===== src/rtl/supply_reset_pkg.sv =====
package supply_reset_pkg;

    typedef enum logic [1:0] {
        SEL_SHORT    = 2'd0,
        SEL_MID      = 2'd1,
        SEL_LONG     = 2'd2,
        SEL_LONG_ALT = 2'd3
    } dly_sel_e;

    typedef struct packed {
        logic uv;
        logic mr;
    } hold_src_t;

    function automatic int unsigned pick_delay(input dly_sel_e sel,
                                               input int unsigned d_short,
                                               input int unsigned d_mid,
                                               input int unsigned d_long);
        case (sel)
            SEL_SHORT: return d_short;
            SEL_MID:   return d_mid;
            default:   return d_long;
        endcase
    endfunction

endpackage


===== src/rtl/srs_sync.sv =====
module srs_sync #(
    parameter int STAGES = 2
) (
    input  logic clk,
    input  logic rst,
    input  logic d,
    output logic q
);
    logic [STAGES-1:0] sh;

    generate
        if (STAGES == 1) begin : g_one
            always_ff @(posedge clk) begin
                if (rst) sh <= '0;
                else     sh <= d;
            end
        end else begin : g_many
            always_ff @(posedge clk) begin
                if (rst) sh <= '0;
                else     sh <= {sh[STAGES-2:0], d};
            end
        end
    endgenerate

    assign q = sh[STAGES-1];
endmodule


===== src/rtl/srs_pulse_filter.sv =====
module srs_pulse_filter #(
    parameter int MR_FILT = 3000
) (
    input  logic clk,
    input  logic rst,
    input  logic d,
    output logic q
);
    localparam int CW = $clog2(MR_FILT + 1);

    logic [CW-1:0] run;

    always_ff @(posedge clk) begin
        if (rst || !d) begin
            run <= '0;
            q   <= 1'b0;
        end else if (run == CW'(MR_FILT - 1)) begin
            q   <= 1'b1;
        end else begin
            run <= run + 1'b1;
        end
    end
endmodule


===== src/rtl/srs_delay_timer.sv =====
module srs_delay_timer
    import supply_reset_pkg::*;
#(
    parameter int unsigned DLY_SHORT = 10000000,
    parameter int unsigned DLY_MID   = 20000000,
    parameter int unsigned DLY_LONG  = 40000000,
    parameter int          CNT_W     = 26
) (
    input  logic             clk,
    input  logic             rst,
    input  logic             hold_i,
    input  dly_sel_e         sel_i,
    output logic [CNT_W-1:0] lim_o,
    output logic             rst_n_o
);
    logic [CNT_W-1:0] cnt;
    logic [CNT_W-1:0] lim;

    always_ff @(posedge clk) begin
        if (rst || hold_i) begin
            cnt     <= '0;
            rst_n_o <= 1'b0;
            lim     <= CNT_W'(pick_delay(sel_i, DLY_SHORT, DLY_MID, DLY_LONG));
        end else if (!rst_n_o) begin
            if (cnt == lim - 1'b1) rst_n_o <= 1'b1;
            else                   cnt     <= cnt + 1'b1;
        end
    end

    assign lim_o = lim;
endmodule


===== src/rtl/supply_reset_seq.sv =====
module supply_reset_seq
    import supply_reset_pkg::*;
#(
    parameter int          SYNC_STAGES = 2,
    parameter int          MR_FILT     = 3000,
    parameter int unsigned DLY_SHORT   = 10000000,
    parameter int unsigned DLY_MID     = 20000000,
    parameter int unsigned DLY_LONG    = 40000000
) (
    input  logic       clk,
    input  logic       rst,
    input  logic       uv_lvl_i,
    input  logic       mr_req_i,
    input  logic [1:0] dly_sel_i,
    output logic       rst_n_o
);
    localparam int CNT_W = $clog2(DLY_LONG + 1);

    logic             uv_s;
    logic             mr_s;
    logic             mr_ok;
    logic             hold;
    hold_src_t        src;
    logic [CNT_W-1:0] lim;

    srs_sync #(.STAGES(SYNC_STAGES)) u_uv_sync (
        .clk(clk), .rst(rst), .d(uv_lvl_i), .q(uv_s)
    );

    srs_sync #(.STAGES(SYNC_STAGES)) u_mr_sync (
        .clk(clk), .rst(rst), .d(mr_req_i), .q(mr_s)
    );

    srs_pulse_filter #(.MR_FILT(MR_FILT)) u_mr_filt (
        .clk(clk), .rst(rst), .d(mr_s), .q(mr_ok)
    );

    assign src.uv = uv_s;
    assign src.mr = mr_ok;
    assign hold   = |src;

    srs_delay_timer #(
        .DLY_SHORT(DLY_SHORT), .DLY_MID(DLY_MID), .DLY_LONG(DLY_LONG), .CNT_W(CNT_W)
    ) u_timer (
        .clk(clk), .rst(rst), .hold_i(hold), .sel_i(dly_sel_e'(dly_sel_i)),
        .lim_o(lim), .rst_n_o(rst_n_o)
    );
endmodule


===== config.mk =====
export PLATFORM = sky130hd
export DESIGN_NAME = supply_reset_seq
export DESIGN_NICKNAME = d
export VERILOG_FILES = /design/src/rtl/supply_reset_pkg.sv /design/src/rtl/srs_sync.sv /design/src/rtl/srs_pulse_filter.sv /design/src/rtl/srs_delay_timer.sv /design/src/rtl/supply_reset_seq.sv
export SDC_FILE = /design/constraint.sdc
export NUM_CORES = 1
export LEC_CHECK = 0
export ABC_AREA = 0
export CORE_MARGIN = 8
export CORE_UTILIZATION = 35
export CTS_CLUSTER_SIZE = 8
export DETAILED_ROUTE_END_ITERATION = 8
export GPL_TIMING_DRIVEN = 0
export SLEW_MARGIN = 20
export SYNTH_ARGS = -nofsm -noshare
export SYNTH_HDL_FRONTEND = slang
export SYNTH_HIERARCHICAL = 1
export SYNTH_SLANG_ARGS = --single-unit

===== constraint.sdc =====
create_clock -name clk -period 2.8 [get_ports clk]
set_clock_uncertainty 0.15 [all_clocks]
set_input_delay 0.28 -clock clk [delete_from_list [all_inputs] [get_ports clk]]
set_output_delay 0.28 -clock clk [all_outputs]
set_load 0.01 [all_outputs]

==> results.cfg, run 1 <==
[status]
outcome = finished clean

[detailed_routing]
avgViaCountPerCell = 5.611
vias = 2637
wire_per_inst_um = 15.19
ant_nets = 0
routed_wl_mm = 7.141
drt-initial-drc-count = 118
drc = 0
drt_pre_antenna_iters = 4

[global_routing]
grt_start_max_net_pins = 18
grt_pass1_vias = 2396
antenna_found_initial = 0
grt_use_total_pct = 12.54
grt_first_pass_wirelength_mm = 11.80
grt-ovfl-total = 0

[cts]
path_clk_slew_ps = 100
cts_buffer_depth = 2
clock_sinks = 50
cts-root-buf = clkbuf_8
cts_max_level = 2
tritoncts = done
cts_inserted_buffers = 5
insertion_delay_ps = 310

[die]
die_area_um2 = 11360
start_util_pct = 35.50
io_pins = 7
die_y_um = 106.6
num_rows = 33
die_w_um = 106.6
coreArea_um2 = 8093

[pwr]
powerDensity_nw_per_um2 = 393.4
clkPwrFrac_pct = 32.7
swShare_pct = 25.98
p_leak_uw = 0.001156
p_switching_uw = 345.0
power.internal_uw = 983.1
seqPwrFrac_pct = 56.2
peakVddDrop_mv = 0.1761
comb_power_share_pct = 11.1
power_uw = 1328

[hold_path]
worstHoldPathCells = 1
min_to = u_mr_sync/sh[1]$_SDFF_PP0_
hp-start = u_mr_sync/sh[0]$_SDFF_PP0_
hold_path_class = flop to flop

[critical_path]
critPathLaunchType = flop
critPathArrivalTime_ps = 2810
slowest_delay_ps = 440
critPathRequiredTime_ps = 2880
critPathBufInv = 2
r2r_slack_ps = 70
timing.critical_path.mode_cell = buf_6
path_delay_family = simple AND/OR/NAND/NOR gates
critical_path_class = flop to flop
r2r_end = u_timer/cnt[15]$_SDFFE_PP0P_
path_max_fanout = 10
path_cells = buf_6, or3_4, o311ai_2, a32oi_1, and4_4, a31o_1, buf_6, or4_1, a21oi_1
slowest_stage = edfxtp_1
r2r-start = u_timer/lim_o[12]$_DFFE_PP_
worstRegToRegCells = 9
worstSetupEndpointType = flop

[cells_and_area]
seqCellArea_um2 = 1061
multi_input_area_um2 = 1783
drive_gt1_share_pct = 14.52
antenna_cells = 0
fin_nets = 373
utilization_pct = 41.71
area_growth_pct = 17.51
fill_cells = 850
final_cells = 470

[placed_design]
gp_congestion = 0.8405
dp.cells = 454
dp_hpwl_mm = 4.939
io_buffers = 6

[synthesis]
synth_area_um2 = 2873
synth_cells = 343
post_synth.cell_area_avg_um2 = 8.375
yosysWarningCount = 6
syn_nets = 352

[timing]
tns_ps = 0
maxSlewViolCount = 0
hold_violations = 0
rsz0062_at_grt = true
clock.fmax_mhz = 366.3
fin_hold_ws_ps = 297.6
setup_viol = 0
tightest_slew_ps = 852.5
period_minus_slack_ps = 2730
fin_crit_sh_pct = 97.49
slew_headroom_pct = 43.17

[flow_run]
maxCapViolCount = 0
cells in the final DEF (no fill, tap or decap), types with 12 or more instances in the layout:
cell,instances
a21oi_1,22
buf_4,12
dfxtp_1,44
nand2_1,34
nand3_1,12
nand4_1,12
nor2_1,23
xnor2_1,14
power groups by stage:
stage	sequential [uW]	clock [uW]	combinational (uW)
after global routing	748	480	161
after floorplan	759	0	88.4
after global placement	761	0	119
after CTS	745	456	135
after detailed placement	761	0	121
final	746	435	147
cell type report:
| class | count | area share [%] |
|---|---|---|
| plain buffers | 20 | 3.818 |
| clock buffers | 5 | 2.039 |
| clock inverters | 3 | 0.7042 |
| inverters | 11 | 1.297 |
| multi-input cells | 260 | 52.82 |
| flip-flops and latches | 50 | 31.43 |
| well taps | 105 | 3.892 |
| repair buffers | 16 | 4.003 |
stage by stage:
stage	instance area (um2)	worst slack (ps)
5_1_grt	3376	-60.91
3_5_place_dp	3085	-393.7
3_3_place_gp	3085	-413.7
4_1_cts	3269	5.906
6_report	3376	70.22
2_1_floorplan	2894	8.324
sequential cells by signal, summed over array words and instances, names as in the netlist:
| signal | count |
|---|---|
| u_timer/rst_n_o | 1 |
| u_timer/lim_o | 6 |
| u_mr_filt/q | 1 |
| u_timer/cnt | 26 |
| u_uv_sync/sh | 2 |
| u_mr_sync/sh | 2 |
| u_mr_filt/run | 12 |
worst reg2reg max path: stages, from the launching register on:
cell	delay, ps
edfxtp_1	440
buf_6	180
or3_4	390
o311ai_2	260
a32oi_1	100
and4_4	220
a31o_1	220
buf_6	140
or4_1	390
a21oi_1	150
worst max path at each step:
stage	start	to	slack, ps	cells after the start
finish	u_timer/lim_o[12]$_DFFE_PP_	u_timer/cnt[15]$_SDFFE_PP0P_	70	9
global route	u_timer/lim_o[20]$_DFFE_PP_	u_timer/cnt[23]$_SDFFE_PP0P_	-60	11
CTS	u_timer/lim_o[22]$_DFFE_PP_	u_timer/cnt[15]$_SDFFE_PP0P_	6	9
detailed placement	u_timer/lim_o[24]$_DFFE_PP_	u_timer/cnt[13]$_SDFFE_PP0P_	-390	12
global placement	u_timer/lim_o[24]$_DFFE_PP_	u_timer/cnt[13]$_SDFFE_PP0P_	-410	12
floorplan	u_timer/lim_o[24]$_DFFE_PP_	u_timer/cnt[15]$_SDFFE_PP0P_	8	12
per-layer routing:
layer / track usage [%] / part of all wire, % / wire [um] / vias up
li1: - / - / - / 1319
met5: 0 / 0 / 0 / -
met4: 6.332 / 3.0 / 213 / 0
met1: 15.76 / 46 / 3296 / 1242
met2: 20.29 / 47 / 3334 / 59
met3: 2.100 / 4.2 / 297 / 17
timing repair:
| item | 4_1_cts | 5_1_grt |
|---|---|---|
| gates resized for setup | 11 | 26 |
| setup endpoints to repair | 25 | 26 |
| buffers inserted | 6 | 4 |
| hold buffers | 0 | 0 |
| pin swaps | 7 | 10 |
No activity file was read; power rests on OpenSTA's default activity.
==> run 2: changes to the inputs <==
--- a/config.mk
+++ b/config.mk
@@ -8,6 +8,7 @@
 export ABC_AREA = 0
 export CORE_MARGIN = 8
 export CORE_UTILIZATION = 35
+export CTS_CLUSTER_DIAMETER = 30
 export CTS_CLUSTER_SIZE = 8
 export DETAILED_ROUTE_END_ITERATION = 8
 export GPL_TIMING_DRIVEN = 0
==> results of run 2 <==
No change in the layout: final DEF, timing and power equal those of run 1.
==> run 3: changes to the inputs <==
--- a/config.mk
+++ b/config.mk
@@ -6,12 +6,14 @@
 export NUM_CORES = 1
 export LEC_CHECK = 0
 export ABC_AREA = 0
+export CAP_MARGIN = 15
 export CORE_MARGIN = 8
 export CORE_UTILIZATION = 35
 export CTS_CLUSTER_DIAMETER = 30
 export CTS_CLUSTER_SIZE = 8
 export DETAILED_ROUTE_END_ITERATION = 8
 export GPL_TIMING_DRIVEN = 0
+export PLACE_DENSITY_LB_ADDON = 0.08
 export SLEW_MARGIN = 20
 export SYNTH_ARGS = -nofsm -noshare
 export SYNTH_HDL_FRONTEND = slang
==> constraint.sdc (replaced) <==
create_clock -name clk -period 3.12 [get_ports clk]
set_clock_uncertainty 0.15 [all_clocks]
set_input_delay 0.312 -clock clk [delete_from_list [all_inputs] [get_ports clk]]
set_output_delay 0.312 -clock clk [all_outputs]
set_load 0.01 [all_outputs]
==> results.cfg, run 3 (synthesis gave the netlist of run 1 again) <==
[detailed_routing]
wire_per_inst_um = 15.14
drt_pre_antenna_iters = 4
vias = 2535
routed_wl_mm = 7.012
avgViaCountPerCell = 5.475
ant_nets = 0
drc = 0
drt-initial-drc-count = 110

[critical_path]
critPathLaunchType = flop
r2r-start = u_timer/lim_o[22]$_DFFE_PP_
critical_path_class = flop to flop
worstRegToRegCells = 9
critPathRequiredTime_ps = 3200
critPathArrivalTime_ps = 3010
path_max_fanout = 10
timing.critical_path.from = u_timer/lim_o[22]$_DFFE_PP_
worstSetupEndpointType = flop

[global_routing]
antenna_found_initial = 0
grt_first_pass_wirelength_mm = 11.99
grt_pass1_vias = 2312
grt_start_max_net_pins = 17
grt_use_total_pct = 12.83
grt-ovfl-total = 0

[hold_path]
hp-start = u_uv_sync/sh[0]$_SDFF_PP0_
hold_path_class = flop to flop
worstHoldPathCells = 1

[cells_and_area]
drive_gt1_share_pct = 8.659
layout.cells.most_common_list = 44 x dfxtp_1, 34 x nand2_1, 23 x a21oi_1, 23 x nor2_1, 14 x xnor2_1
final_cells = 463
largest-register = u_timer/cnt
fin_nets = 366
largest_reg_flops = 26
antenna_cells = 0
fill_cells = 868
final_common_cell = dfxtp_1
area_growth_pct = 11.54
utilization_pct = 39.59

[placed_design]
dp_hpwl_mm = 5.091
gp_congestion = 0.8365
io_buffers = 6
dp.cells = 454

[timing]
fin_hold_ws_ps = 289.4
period_minus_slack_ps = 2927
tightest_slew_ps = 849.7
hold_violations = 0
slew_headroom_pct = 43.35
rsz0062_at_grt = false
setup_viol = 0
maxSlewViolCount = 0
clock.fmax_mhz = 341.7
fin_crit_sh_pct = 93.81
tns_ps = 0

[die]
io_pins = 7
coreArea_um2 = 8093
die_y_um = 106.6
num_rows = 33
die_w_um = 106.6
die_area_um2 = 11360
start_util_pct = 35.50

[pwr]
peakVddDrop_mv = 0.1499
powerDensity_nw_per_um2 = 372.1
p_leak_uw = 0.001101

[cts]
cts-root-buf = clkbuf_8
cts_buffer_depth = 2
tritoncts = done
insertion_delay_ps = 310
cts_max_level = 2
path_clk_slew_ps = 90
cts_inserted_buffers = 5
clock_sinks = 50
hold_buffers = 0

[flow_run]
maxCapViolCount = 0

[status]
outcome = finished clean
==> run 3: cell count changes in the layout (fill, tap and decap cells not counted), moves of 2 or more <==
cell        previous run  this run
buf_2                  2         4
or3_1                  9        11
or3_4                  2         0
clkinv_4               0         2
buf_6                  4         1
a31oi_1                3         5
a31oi_2                2         0
clkinvlp_4             2         0
buf_4                 12         5
nor4_4                 2         0
clkbuf_2               0         2
==> run 3: what timing repair did <==
action	4_1_cts	5_1_grt
endpoints found under the setup margin	26	20
gates resized for setup	3	3
endpoints found under the hold margin	0	0
buffers inserted	1	3
==> run 3: cell type report <==
type / instances / area [um2] / area share, %
inverter: 11 / 41.29 / 1.289
buffer: 19 / 90.09 / 2.811
clock buffer: 6 / 82.58 / 2.577
multi-input combinational: 260 / 1690 / 52.75
sequential: 50 / 1061 / 33.11
clock inverter: 2 / 17.52 / 0.5467
timing repair buffer: 10 / 90.09 / 2.811
tap: 105 / 131.4 / 4.100
==> run 3: final timing paths <==
| path | end | slack, ps |
|---|---|---|
| max | u_timer/cnt[15]$_SDFFE_PP0P_ | 190 |
| min | u_uv_sync/sh[1]$_SDFF_PP0_ | 290 |
| max reg2reg | u_timer/cnt[15]$_SDFFE_PP0P_ | 190 |
| min reg2reg | u_uv_sync/sh[1]$_SDFF_PP0_ | 290 |
==> run 3: power breakdown <==
group / internal [uW] / leakage (uW) / switching [uW]
Clock: 183 / 0.0000514 / 230
Combinational: 46.8 / 0.000635 / 62.9
Sequential: 662 / 0.000415 / 7.21
==> run 3: routing by layer <==
| layer | GRT usage (%) | up-vias | share of wire [%] | wire, um |
|---|---|---|---|---|
| met5 | 0 | - | 0 | 0 |
| li1 | - | 1296 | - | - |
| met2 | 19.18 | 31 | 44 | 3101 |
| met3 | 2.579 | 6 | 3.0 | 212 |
| met4 | 3.417 | 0 | 1.1 | 80 |
| met1 | 18.26 | 1202 | 52 | 3619 |
==> run 3: through the flow <==
stage	power, uW	cell area, um2	setup WS [ps]
CTS	1210	3174	47.26
detailed placement	787.1	3064	-447.5
finish	1192	3204	193.2
global placement	786.7	3064	-466.2
global route	1253	3204	29.62
floorplan	756.5	2873	87.33
==> run 3: worst max-delay path, stage by stage (launching register included) <==
cell and delay, ps:
edfxtp_1 380, clkbuf_1 260, nor4_2 410, a211oi_1 130, o2bb2a_1 310, and4_4 210, a31o_1 220, buf_6 140
or4_1 500, a21oi_1 140
